File: src/rtl/wdt_kg_pkg.sv
`timescale 1ns/1ps
package wdt_kg_pkg;

   // Lock sequencer states
   typedef enum logic [1:0] {
      LK_IDLE = 2'd0,
      LK_WAIT = 2'd1,
      LK_OPEN = 2'd2
   } lk_state_e;

   // Halfword register offsets
   localparam int unsigned OFS_CTRL  = 0;
   localparam int unsigned OFS_STAT  = 2;
   localparam int unsigned OFS_TOVAL = 4;
   localparam int unsigned OFS_CNT   = 6;
   localparam int unsigned OFS_REFR  = 12;
   localparam int unsigned OFS_UNLK  = 14;

   typedef struct packed {
      logic key_wait;
      logic win_open;
   } stat_t;

endpackage

File: src/rtl/wdt_kg_unlock.sv
`timescale 1ns/1ps
module wdt_kg_unlock
   import wdt_kg_pkg::*;
#(
   parameter int unsigned DATA_W  = 16,
   parameter logic [DATA_W-1:0] KEY1 = 16'hC520,
   parameter logic [DATA_W-1:0] KEY2 = 16'hD928,
   parameter int unsigned KEY_GAP = 20,
   parameter int unsigned CFG_WIN = 256
) (
   input  logic              clk,
   input  logic              rst_n,
   input  logic              key_we,
   input  logic [DATA_W-1:0] key_val,
   output logic              win_open,
   output logic              key_wait,
   output logic              seq_err
);

   localparam int unsigned GAP_W = $clog2(KEY_GAP + 1);
   localparam int unsigned WIN_W = $clog2(CFG_WIN + 1);
   localparam logic [GAP_W-1:0] GAP_LIM = GAP_W'(KEY_GAP);
   localparam logic [WIN_W-1:0] WIN_LEN = WIN_W'(CFG_WIN);
   localparam logic [GAP_W-1:0] GAP_ONE = GAP_W'(1);
   localparam logic [WIN_W-1:0] WIN_ONE = WIN_W'(1);

   lk_state_e        state_q, state_d;
   logic [GAP_W-1:0] gap_q, gap_d;
   logic [WIN_W-1:0] win_q, win_d;

   always_comb begin
      state_d = state_q;
      gap_d   = gap_q;
      win_d   = win_q;
      seq_err = 1'b0;
      case (state_q)
         LK_WAIT: begin
            if (key_we) begin
               if (key_val == KEY2) begin
                  state_d = LK_OPEN;
                  win_d   = WIN_LEN;
               end else begin
                  seq_err = 1'b1;
                  state_d = LK_IDLE;
               end
            end else if (gap_q == GAP_LIM) begin
               seq_err = 1'b1;
               state_d = LK_IDLE;
            end else begin
               gap_d = gap_q + GAP_ONE;
            end
         end
         default: begin
            if (key_we) begin
               if (key_val == KEY1) begin
                  state_d = LK_WAIT;
                  gap_d   = GAP_ONE;
               end else begin
                  seq_err = 1'b1;
                  state_d = LK_IDLE;
               end
            end else if (state_q == LK_OPEN) begin
               if (win_q == WIN_ONE) begin
                  state_d = LK_IDLE;
               end else begin
                  win_d = win_q - WIN_ONE;
               end
            end
         end
      endcase
   end

   always_ff @(posedge clk or negedge rst_n) begin
      if (!rst_n) begin
         state_q <= LK_IDLE;
         gap_q   <= '0;
         win_q   <= '0;
      end else begin
         state_q <= state_d;
         gap_q   <= gap_d;
         win_q   <= win_d;
      end
   end

   assign win_open = (state_q == LK_OPEN);
   assign key_wait = (state_q == LK_WAIT);

endmodule

File: src/rtl/wdt_kg_count.sv
`timescale 1ns/1ps
module wdt_kg_count #(
   parameter int unsigned CNT_W   = 16,
   parameter int unsigned TIMEOUT = 1000
) (
   input  logic             clk,
   input  logic             rst_n,
   input  logic             run_en,
   input  logic             kick,
   input  logic [CNT_W-1:0] reload,
   output logic [CNT_W-1:0] cnt,
   output logic             expire
);

   localparam logic [CNT_W-1:0] CNT_INIT = CNT_W'(TIMEOUT);
   localparam logic [CNT_W-1:0] CNT_ONE  = CNT_W'(1);

   logic [CNT_W-1:0] cnt_q;

   assign expire = run_en && !kick && (cnt_q == '0);
   assign cnt    = cnt_q;

   always_ff @(posedge clk or negedge rst_n) begin
      if (!rst_n) begin
         cnt_q <= CNT_INIT;
      end else if (run_en) begin
         if (kick || expire) begin
            cnt_q <= reload;
         end else begin
            cnt_q <= cnt_q - CNT_ONE;
         end
      end
   end

endmodule

File: src/rtl/wdt_kg_refresh.sv
`timescale 1ns/1ps
module wdt_kg_refresh #(
   parameter int unsigned DATA_W = 16,
   parameter logic [DATA_W-1:0] RKEY1 = 16'h5A0F,
   parameter logic [DATA_W-1:0] RKEY2 = 16'hF0A5
) (
   input  logic              clk,
   input  logic              rst_n,
   input  logic              ref_we,
   input  logic [DATA_W-1:0] ref_val,
   output logic              kick
);

   logic armed_q;

   assign kick = ref_we && armed_q && (ref_val == RKEY2);

   always_ff @(posedge clk or negedge rst_n) begin
      if (!rst_n) begin
         armed_q <= 1'b0;
      end else if (ref_we) begin
         armed_q <= (ref_val == RKEY1);
      end
   end

endmodule

File: src/rtl/wdt_keyed_guard.sv
`timescale 1ns/1ps
module wdt_keyed_guard
   import wdt_kg_pkg::*;
#(
   parameter int unsigned ADDR_W  = 4,
   parameter int unsigned DATA_W  = 16,
   parameter int unsigned CNT_W   = 16,
   parameter int unsigned TIMEOUT = 1000,
   parameter int unsigned KEY_GAP = 20,
   parameter int unsigned CFG_WIN = 256,
   parameter logic [DATA_W-1:0] KEY1  = 16'hC520,
   parameter logic [DATA_W-1:0] KEY2  = 16'hD928,
   parameter logic [DATA_W-1:0] RKEY1 = 16'h5A0F,
   parameter logic [DATA_W-1:0] RKEY2 = 16'hF0A5,
   parameter bit RD_REG = 1'b1
) (
   input  logic              clk,
   input  logic              rst_n,
   input  logic [ADDR_W-1:0] bus_addr,
   input  logic              bus_wr,
   input  logic              bus_rd,
   input  logic [DATA_W-1:0] bus_wdata,
   output logic [DATA_W-1:0] bus_rdata,
   output logic              wd_rst_req,
   output logic [1:0]        stat_view
);

   localparam logic [ADDR_W-1:0] A_CTRL  = ADDR_W'(OFS_CTRL);
   localparam logic [ADDR_W-1:0] A_STAT  = ADDR_W'(OFS_STAT);
   localparam logic [ADDR_W-1:0] A_TOVAL = ADDR_W'(OFS_TOVAL);
   localparam logic [ADDR_W-1:0] A_CNT   = ADDR_W'(OFS_CNT);
   localparam logic [ADDR_W-1:0] A_REFR  = ADDR_W'(OFS_REFR);
   localparam logic [ADDR_W-1:0] A_UNLK  = ADDR_W'(OFS_UNLK);
   localparam logic [DATA_W-1:0] CTRL_INIT  = DATA_W'(1);
   localparam logic [CNT_W-1:0]  TOVAL_INIT = CNT_W'(TIMEOUT);

   // Elaboration-time parameter checks
   if (ADDR_W < 4) begin : g_bad_addr
      $error("ADDR_W must hold offset 14");
   end
   if (DATA_W < 2) begin : g_bad_data
      $error("DATA_W too small");
   end
   if (CNT_W > DATA_W) begin : g_bad_cnt
      $error("CNT_W must not exceed DATA_W");
   end
   if (KEY1 == KEY2) begin : g_bad_keys
      $error("unlock keys must differ");
   end
   if (RKEY1 == RKEY2) begin : g_bad_rkeys
      $error("refresh keys must differ");
   end
   if (KEY_GAP < 1 || CFG_WIN < 1) begin : g_bad_win
      $error("KEY_GAP and CFG_WIN must be positive");
   end
   if (TIMEOUT >= (64'd1 << CNT_W)) begin : g_bad_to
      $error("TIMEOUT does not fit CNT_W");
   end

   logic              hit_unlk, hit_refr, hit_ctrl, hit_toval;
   logic              win_open, key_wait, seq_err;
   logic              kick, expire;
   logic [CNT_W-1:0]  cnt_q;
   logic [DATA_W-1:0] ctrl_q;
   logic [CNT_W-1:0]  toval_q;
   logic              rst_req_q;
   logic [DATA_W-1:0] rd_mux;
   stat_t             stat;

   assign hit_unlk  = bus_wr && (bus_addr == A_UNLK);
   assign hit_refr  = bus_wr && (bus_addr == A_REFR);
   assign hit_ctrl  = bus_wr && (bus_addr == A_CTRL)  && win_open;
   assign hit_toval = bus_wr && (bus_addr == A_TOVAL) && win_open;

   wdt_kg_unlock #(
      .DATA_W (DATA_W),
      .KEY1   (KEY1),
      .KEY2   (KEY2),
      .KEY_GAP(KEY_GAP),
      .CFG_WIN(CFG_WIN)
   ) u_lock (
      .clk     (clk),
      .rst_n   (rst_n),
      .key_we  (hit_unlk),
      .key_val (bus_wdata),
      .win_open(win_open),
      .key_wait(key_wait),
      .seq_err (seq_err)
   );

   wdt_kg_refresh #(
      .DATA_W(DATA_W),
      .RKEY1 (RKEY1),
      .RKEY2 (RKEY2)
   ) u_refr (
      .clk    (clk),
      .rst_n  (rst_n),
      .ref_we (hit_refr),
      .ref_val(bus_wdata),
      .kick   (kick)
   );

   wdt_kg_count #(
      .CNT_W  (CNT_W),
      .TIMEOUT(TIMEOUT)
   ) u_cnt (
      .clk   (clk),
      .rst_n (rst_n),
      .run_en(ctrl_q[0]),
      .kick  (kick),
      .reload(toval_q),
      .cnt   (cnt_q),
      .expire(expire)
   );

   // Protected registers
   always_ff @(posedge clk or negedge rst_n) begin
      if (!rst_n) begin
         ctrl_q  <= CTRL_INIT;
         toval_q <= TOVAL_INIT;
      end else begin
         if (hit_ctrl) begin
            ctrl_q <= bus_wdata;
         end
         if (hit_toval) begin
            toval_q <= bus_wdata[CNT_W-1:0];
         end
      end
   end

   // Reset request: one cycle per violation or expiry
   always_ff @(posedge clk or negedge rst_n) begin
      if (!rst_n) begin
         rst_req_q <= 1'b0;
      end else begin
         rst_req_q <= seq_err || expire;
      end
   end

   assign wd_rst_req   = rst_req_q;
   assign stat.key_wait = key_wait;
   assign stat.win_open = win_open;
   assign stat_view    = stat;

   always_comb begin
      rd_mux = '0;
      case (bus_addr)
         A_CTRL:  rd_mux = ctrl_q;
         A_STAT:  rd_mux = DATA_W'(stat);
         A_TOVAL: rd_mux = DATA_W'(toval_q);
         A_CNT:   rd_mux = DATA_W'(cnt_q);
         default: rd_mux = '0;
      endcase
   end

   if (RD_REG) begin : g_rd_reg
      logic [DATA_W-1:0] rdata_q;
      always_ff @(posedge clk or negedge rst_n) begin
         if (!rst_n) begin
            rdata_q <= '0;
         end else if (bus_rd) begin
            rdata_q <= rd_mux;
         end
      end
      assign bus_rdata = rdata_q;
   end else begin : g_rd_comb
      assign bus_rdata = bus_rd ? rd_mux : '0;
   end

endmodule

File: config.mk
export PLATFORM = sky130hd
export DESIGN_NAME = wdt_keyed_guard
export DESIGN_NICKNAME = d
export VERILOG_FILES = /design/src/rtl/wdt_kg_pkg.sv /design/src/rtl/wdt_kg_unlock.sv /design/src/rtl/wdt_kg_count.sv /design/src/rtl/wdt_kg_refresh.sv /design/src/rtl/wdt_keyed_guard.sv
export SDC_FILE = /design/constraint.sdc
export NUM_CORES = 1
export LEC_CHECK = 0
export ABC_AREA = 1
export ABC_CLOCK_PERIOD_IN_PS = 3900
export BUFFER_PORTS_ARGS = -buffer_cell sky130_fd_sc_hd__buf_4
export CORE_MARGIN = 2
export CORE_UTILIZATION = 55
export DETAILED_ROUTE_END_ITERATION = 8
export GPL_TIMING_DRIVEN = 1
export HOLD_SLACK_MARGIN = 0.1
export PLACE_DENSITY = 0.72
export SYNTH_ARGS = -nofsm -noshare
export SYNTH_HDL_FRONTEND = slang
export SYNTH_HIERARCHICAL = 1
export SYNTH_SLANG_ARGS = --single-unit
File: constraint.sdc
create_clock -name clk -period 3.9 [get_ports clk]
set_clock_uncertainty 0.1 [all_clocks]
set_input_delay 0.585 -clock clk [delete_from_list [all_inputs] [get_ports clk]]
set_output_delay 0.585 -clock clk [all_outputs]
set_load 0.01 [all_outputs]
Word-level counts from Yosys, hierarchy flattened

Cells that the tools add are included.

Register bits after elaboration: 82
Input bits: 24
Output and inout bits: 19
Word-level logic and storage cells: 82

Add/sub/neg operators: 3
Equal/unequal tests: 20
Multiplexer cells: 27
Reduce and logical (&&, ||, !) cells: 23

Operator list:

| kind                                                                  | count |
|---|---|
| 16-bit one-hot mux with 4 select lines                                | 1 |
| 9-bit two-way mux                                                     | 6 |
| 16-bit == test (second input constant)                                | 3 |
| 5-bit two-way mux                                                     | 5 |
| 16-bit by 15-bit == test with 1-bit output (second input constant)    | 1 |
| 16-bit logical NOT                                                    | 1 |
| 16-bit two-way mux                                                    | 1 |
| 16-bit by 1-bit subtractor with 16-bit output (second input constant) | 1 |
| 2-bit two-way mux                                                     | 7 |
| 1-bit logical AND                                                     | 10 |
| 9-bit by 1-bit == test with 1-bit output (second input constant)      | 1 |
| 9-bit by 1-bit subtractor with 9-bit output (second input constant)   | 1 |
| 4-bit by 3-bit == test with 1-bit output (second input constant)      | 2 |
| 4-bit == test (second input constant)                                 | 2 |
| 2-bit != test (second input constant)                                 | 4 |
| 1-bit two-way mux                                                     | 7 |
| 2-bit nonzero test                                                    | 3 |
| 3-bit nonzero test                                                    | 2 |
| 5-bit by 1-bit adder with 5-bit output (second input constant)        | 1 |
| 5-bit == test (second input constant)                                 | 1 |
| 5-bit AND reduction                                                   | 1 |
| 4-bit by 2-bit == test with 1-bit output (second input constant)      | 1 |
| 4-bit logical NOT                                                     | 1 |
| 2-bit by 1-bit != test with 1-bit output (second input constant)      | 2 |
| other kinds (7)                                                       | 8 |

Logic depth before layout (Yosys ltp)

Depth in word-level cells: 9
Depth in mapped cells: 13
Depth with buffers taken out: 13

Modules after synthesis

Netlist, hierarchy kept.

Modules (own cells, without submodules):

| module          | times used | cells each | area an instance (um^2) | seq. area each (um^2) |
|---|---|---|---|---|
| wdt_keyed_guard | 1          | 279        | 2478.6                  | 1234.9 |
| wdt_kg_count    | 1          | 214        | 1333.8                  | 407.9 |
| wdt_kg_unlock   | 1          | 210        | 1272.5                  | 400.4 |
| wdt_kg_refresh  | 1          | 36         | 182.7                   | 25.0 |

Worst setup path before layout

No wires, ideal clock.

Kind: input-to-reg
Start: in bus_wr
End: reg u_cnt.cnt_q[14], in the netlist u_cnt/cnt[14]
Library setup time: 118 ps
Data arrival time: 2004 ps
Required time: 3682 ps
Slack: 1678 ps
Stages: 12
Buffers on the path: 1
Cell sequence: nand3_1 -> nor3_1 -> inv_1 -> nor3_2 -> nand3b_1 -> nor2_1 -> clkinv_1 -> nand2_4 -> buf_12 -> nand2_2 -> nand3_1 -> nand2_1

Cells in the longest elaborated chain, start to end: 8

Ends and longest elaborated chain:

| element                             | RTL line              | text |
|---|---|---|
| start, declared                     | wdt_keyed_guard.sv:20 | `input logic bus_wr,` |
| 1-bit logical AND (*)               | wdt_keyed_guard.sv:71 | `assign hit_refr = bus_wr && (bus_addr == A_REFR);` |
| net hit_refr                        | wdt_keyed_guard.sv:60 | `logic hit_unlk, hit_refr, hit_ctrl, hit_toval;` |
| 1-bit logical AND (*) (2 in series) | wdt_kg_refresh.sv:16  | `assign kick = ref_we && armed_q && (ref_val == RKEY2);` |
| net kick                            | wdt_keyed_guard.sv:62 | `logic kick, expire;` |
| 1-bit logical NOT                   | wdt_kg_count.sv:20    | `assign expire = run_en && !kick && (cnt_q == '0);` |
| 1-bit logical AND (2 in series)     | wdt_kg_count.sv:20    |  |
| 1-bit logical OR (*)                | wdt_kg_count.sv:27    | `if (kick \|\| expire) begin` |
| 16-bit two-way mux (*)              | wdt_kg_count.sv:27    |  |
| end signal, assigned                | wdt_kg_count.sv:28    | `cnt_q <= reload;` |
| end signal, assigned                | wdt_kg_count.sv:30    | `cnt_q <= cnt_q - CNT_ONE;` |
| end, declared                       | wdt_kg_count.sv:18    | `logic [CNT_W-1:0] cnt_q;` |

Mark *: on every way through the listed nets, which the timed path passes. The rest lies on a longest branch.
A chain may end at the register's enable or synchronous reset.

Worst setup path in the final report

Start: in bus_addr[3]
End: reg u_cnt.cnt_q[12], in the netlist u_cnt/cnt[12]

Cells in the longest elaborated chain, start to end: 9

Ends and longest elaborated chain:

| element                             | RTL line              | text |
|---|---|---|
| start, declared                     | wdt_keyed_guard.sv:19 | `input logic [ADDR_W-1:0] bus_addr,` |
| 4-bit == test (*)                   | wdt_keyed_guard.sv:71 |  |
| 1-bit logical AND (*)               | wdt_keyed_guard.sv:71 |  |
| net hit_refr                        | wdt_keyed_guard.sv:60 |  |
| 1-bit logical AND (*) (2 in series) | wdt_kg_refresh.sv:16  |  |
| net kick                            | wdt_keyed_guard.sv:62 |  |
| 1-bit logical NOT                   | wdt_kg_count.sv:20    |  |
| 1-bit logical AND (2 in series)     | wdt_kg_count.sv:20    |  |
| 1-bit logical OR (*)                | wdt_kg_count.sv:27    |  |
| 16-bit two-way mux (*)              | wdt_kg_count.sv:27    |  |

Marks and branches as above.

==> implementation parameters <==
Parameter                              Value

Outcome
  Run status    completed

Floorplanning
  Initial Util    56.74%
  Die X    101.9 um
  Site row count    35
  Total die area    10,380 um^2
  Core outline area    9284 um^2
  DIE HEIGHT    101.9 um
  Boundary pin count    43

Layout
  Total inserted antenna cells    0
  Area delta synth->final    9.454%
  Layout cells sized above 1    17.85%
  Cell area after layout    5766 um^2
  Net count of the finished layout    799
  # fillers    906
  Commonest cells after routing, fill and taps aside    231 x nand2_1, 109 x nand3_1, 90 x inv_1, 73 x nor2_1, 69 x dfrtp_1
  Register area    2068 um^2
  Most frequent standard cell in the layout excluding fill and tap cells    nand2_1
  Post-layout instance count excluding filler cells    902
  Area used by multi-input combinational logic    2630 um^2
  Post-Route Utilization    62.10%

Clocking
  Post-CTS repair timing setup buffer count    0
  Post-cts sizing count    0
  TritonCTS clock tree    built
  Total number of clock tree sinks    82
  Number of hold buffers added after cts    0
  H-tree depth    3
  Number of buffers between clock root and the deepest sink    2
  Inserted Clock Buffers    9
  Insertion delay of the later-clocked pin in the worst-skew pair    0.36 ns
  Clock transition at the registers of the reported paths    0.09 ns
  Clock tree root buffer cell    clkbuf_8

Power and ir drop
  Power density normalized to cell area    296.5 nW/um^2
  Worst IR drop on VDD    211.1 uV
  Leakage power of the design    2.927 nW

GRT
  Number of antenna violations at the first check in global routing    0
  Wire length of the first global-routing pass    22.22 mm
  Pin count of the biggest net entering global routing    83
  Via count of the first global-routing pass    4,508
  Total track usage    27.17%
  Overflow after GRT    0

Drt
  Total via count in the routed design    4,802
  Vias per inst    5.324
  Drt first pass iters    6
  Total length of routed wires    13.06 mm
  Remaining number of nets flagged by the antenna check after routing    0
  DRC Markers    0
  Routed length per placed instance    14.48 um
  Met2 routed WL    5.956 mm
  Initial DRC count    378
  Max Used Layer    met4
  Detailed-route wire length on metal 1    6.176 mm
  Met3 wire length    753 um

Critical path
  Category of the worst setup path launch point    input port
  Endpoint type of the worst setup path    register
  Worst Path Required    4.09 ns
  Largest fanout on the critical path    16
  Critical Setup Path Class    in -> reg
  WP data arrival    2.81 ns

STA
  Setup violators final    0
  Maximum clock frequency    381.4 MHz
  Post-route setup TNS    0 ns
  Period utilization    67.22%
  RSZ-0062 raised after global routing    no
  Final hold vios    0
  Max-slew violation count    0
  Worst slew slack as a fraction of its limit    31.01%
  Transition time of the tightest slew-check pin    1.035 ns
  Final critical path time including I/O delays and setup    2.622 ns
  Hold_ws    0.2878 ns

Place
  Placed Cells    886
  Detailed Place HPWL    9.480 mm
  Placed inst area    5535 um^2
  Final weighted congestion in routability-driven placement    0.9142
  Buffers on Ports    42

Synthesis
  Biggest area consumer among synthesized cells    dfrtp_1
  Number of warnings reported in the yosys synthesis log    6
  Seq/Total Area, Yosys    39.26%
  Mean instance size in the synthesized netlist    7.128 um^2
  Main area contributors after synthesis    dfrtp_1 33%, nand2_1 16%, nand3_1 10%
  Flop and latch count out of synthesis    82
  Synthesized netlist net count    770
  Synth Cell Area    5268 um^2
  Top-area cell type share of the netlist area    32.78%
  Count of cell types in the netlist    32
  Cells after synthesis    739

Hold path
  Worst min-delay path class    in -> async

Flow run
  Max-capacitance violation count    0
## stage by stage
step	worst slack [ns]	power (mW)
after CTS	1.320	1.729
final	1.278	1.710
after detailed placement	0.9986	1.002
after floorplan	1.678	0.9379
after global routing	1.072	1.775
after global placement	1.110	0.9995
## critical path, stage by stage
cell and delay [ns]:
buf_4 0.12, nand3_1 0.09, nor3_1 0.29, inv_1 0.13, nor3_2 0.17, nand3b_1 0.09, nor2_1 0.27, clkinv_1 0.35
nand2_4 0.33, inv_2 0.13, nand2_1 0.09, nand3_1 0.08, nand2_1 0.08
## path summary, 6_finish.rpt
path / from / to / slack [ns] / cells after the start
worst max-delay path: bus_addr[3] / u_cnt/cnt[12] / 1.28 / 13
worst min-delay path: rst_n / u_lock/win_q[5] / 0.29 / 1
worst max register to register: u_lock/state_q[1] / u_lock/win_q[8] / 1.69 / 11
worst min register to register: bus_rdata[6] / bus_rdata[6] / 0.39 / 2
max in group asynchronous: rst_n / u_cnt/cnt[15] / 2.72 / 1
min in group clk: bus_rdata[6] / bus_rdata[6] / 0.39 / 2
## cells in the mapped netlist
library cell,instances
nand2_1,231
nand3_1,109
inv_1,90
nor2_1,73
dfrtp_1,69
o21ai_2,26
nand4_1,14
dfstp_2,13
nand2_2,13
o21ai_0,13
buf_6,10
o21ai_1,10
nor2_2,8
ha_1,7
buf_4,6
nor2_4,6
a21oi_1,5
buf_2,4
inv_2,4
nand3b_1,4
nor3_1,4
nand2_4,3
nand3_4,3
clkbuf_1,2
clkinv_1,2
nor3_2,2
or2_2,2
xnor2_1,2
buf_1,1
buf_12,1
nor4_1,1
xor2_1,1
## logic make-up after synthesis
kind of cell / Yosys count / share of synthesized area [%]
AND/OR/NAND/NOR: 473 / 40.78
buffers and inverters: 120 / 10.81
adder cells (fa/ha/maj): 7 / 1.663
XOR/XNOR: 3 / 0.4989
flip-flops: 82 / 39.26
AO/OA/AOI/OAI: 54 / 6.983
## state kept, by name (all words and copies together) (netlist names)
signal	flops
u_refr/armed_q	1
u_lock/state_q	2
u_lock/gap_q	5
wd_rst_req	1
u_lock/win_q	9
bus_rdata	16
u_cnt/cnt	16
ctrl_q	16
toval_q	16
## layout make-up
cell class / instances / share of cell area, %
multi-input cells: 537 / 45.62
well taps: 129 / 2.799
inverters: 96 / 6.250
flip-flops and latches: 82 / 35.87
clock inverters: 7 / 1.845
clock buffers: 9 / 2.148
repair buffers: 42 / 5.469
## power by group
part | total [mW] | internal [mW] | switching, mW
combinational | 0.124 | 0.0377 | 0.0868
sequential | 0.860 | 0.856 | 0.00344
clock | 0.726 | 0.375 | 0.351
total | 1.71 | 1.27 | 0.441
## routing by layer
metal | vias up | track usage [%]
li1 | 2398 | -
met1 | 2247 | 39.69
met2 | 147 | 41.85
met3 | 10 | 4.993
met4 | 0 | 7.282
met5 | - | 0
Power figures use the tool's default switching activity.
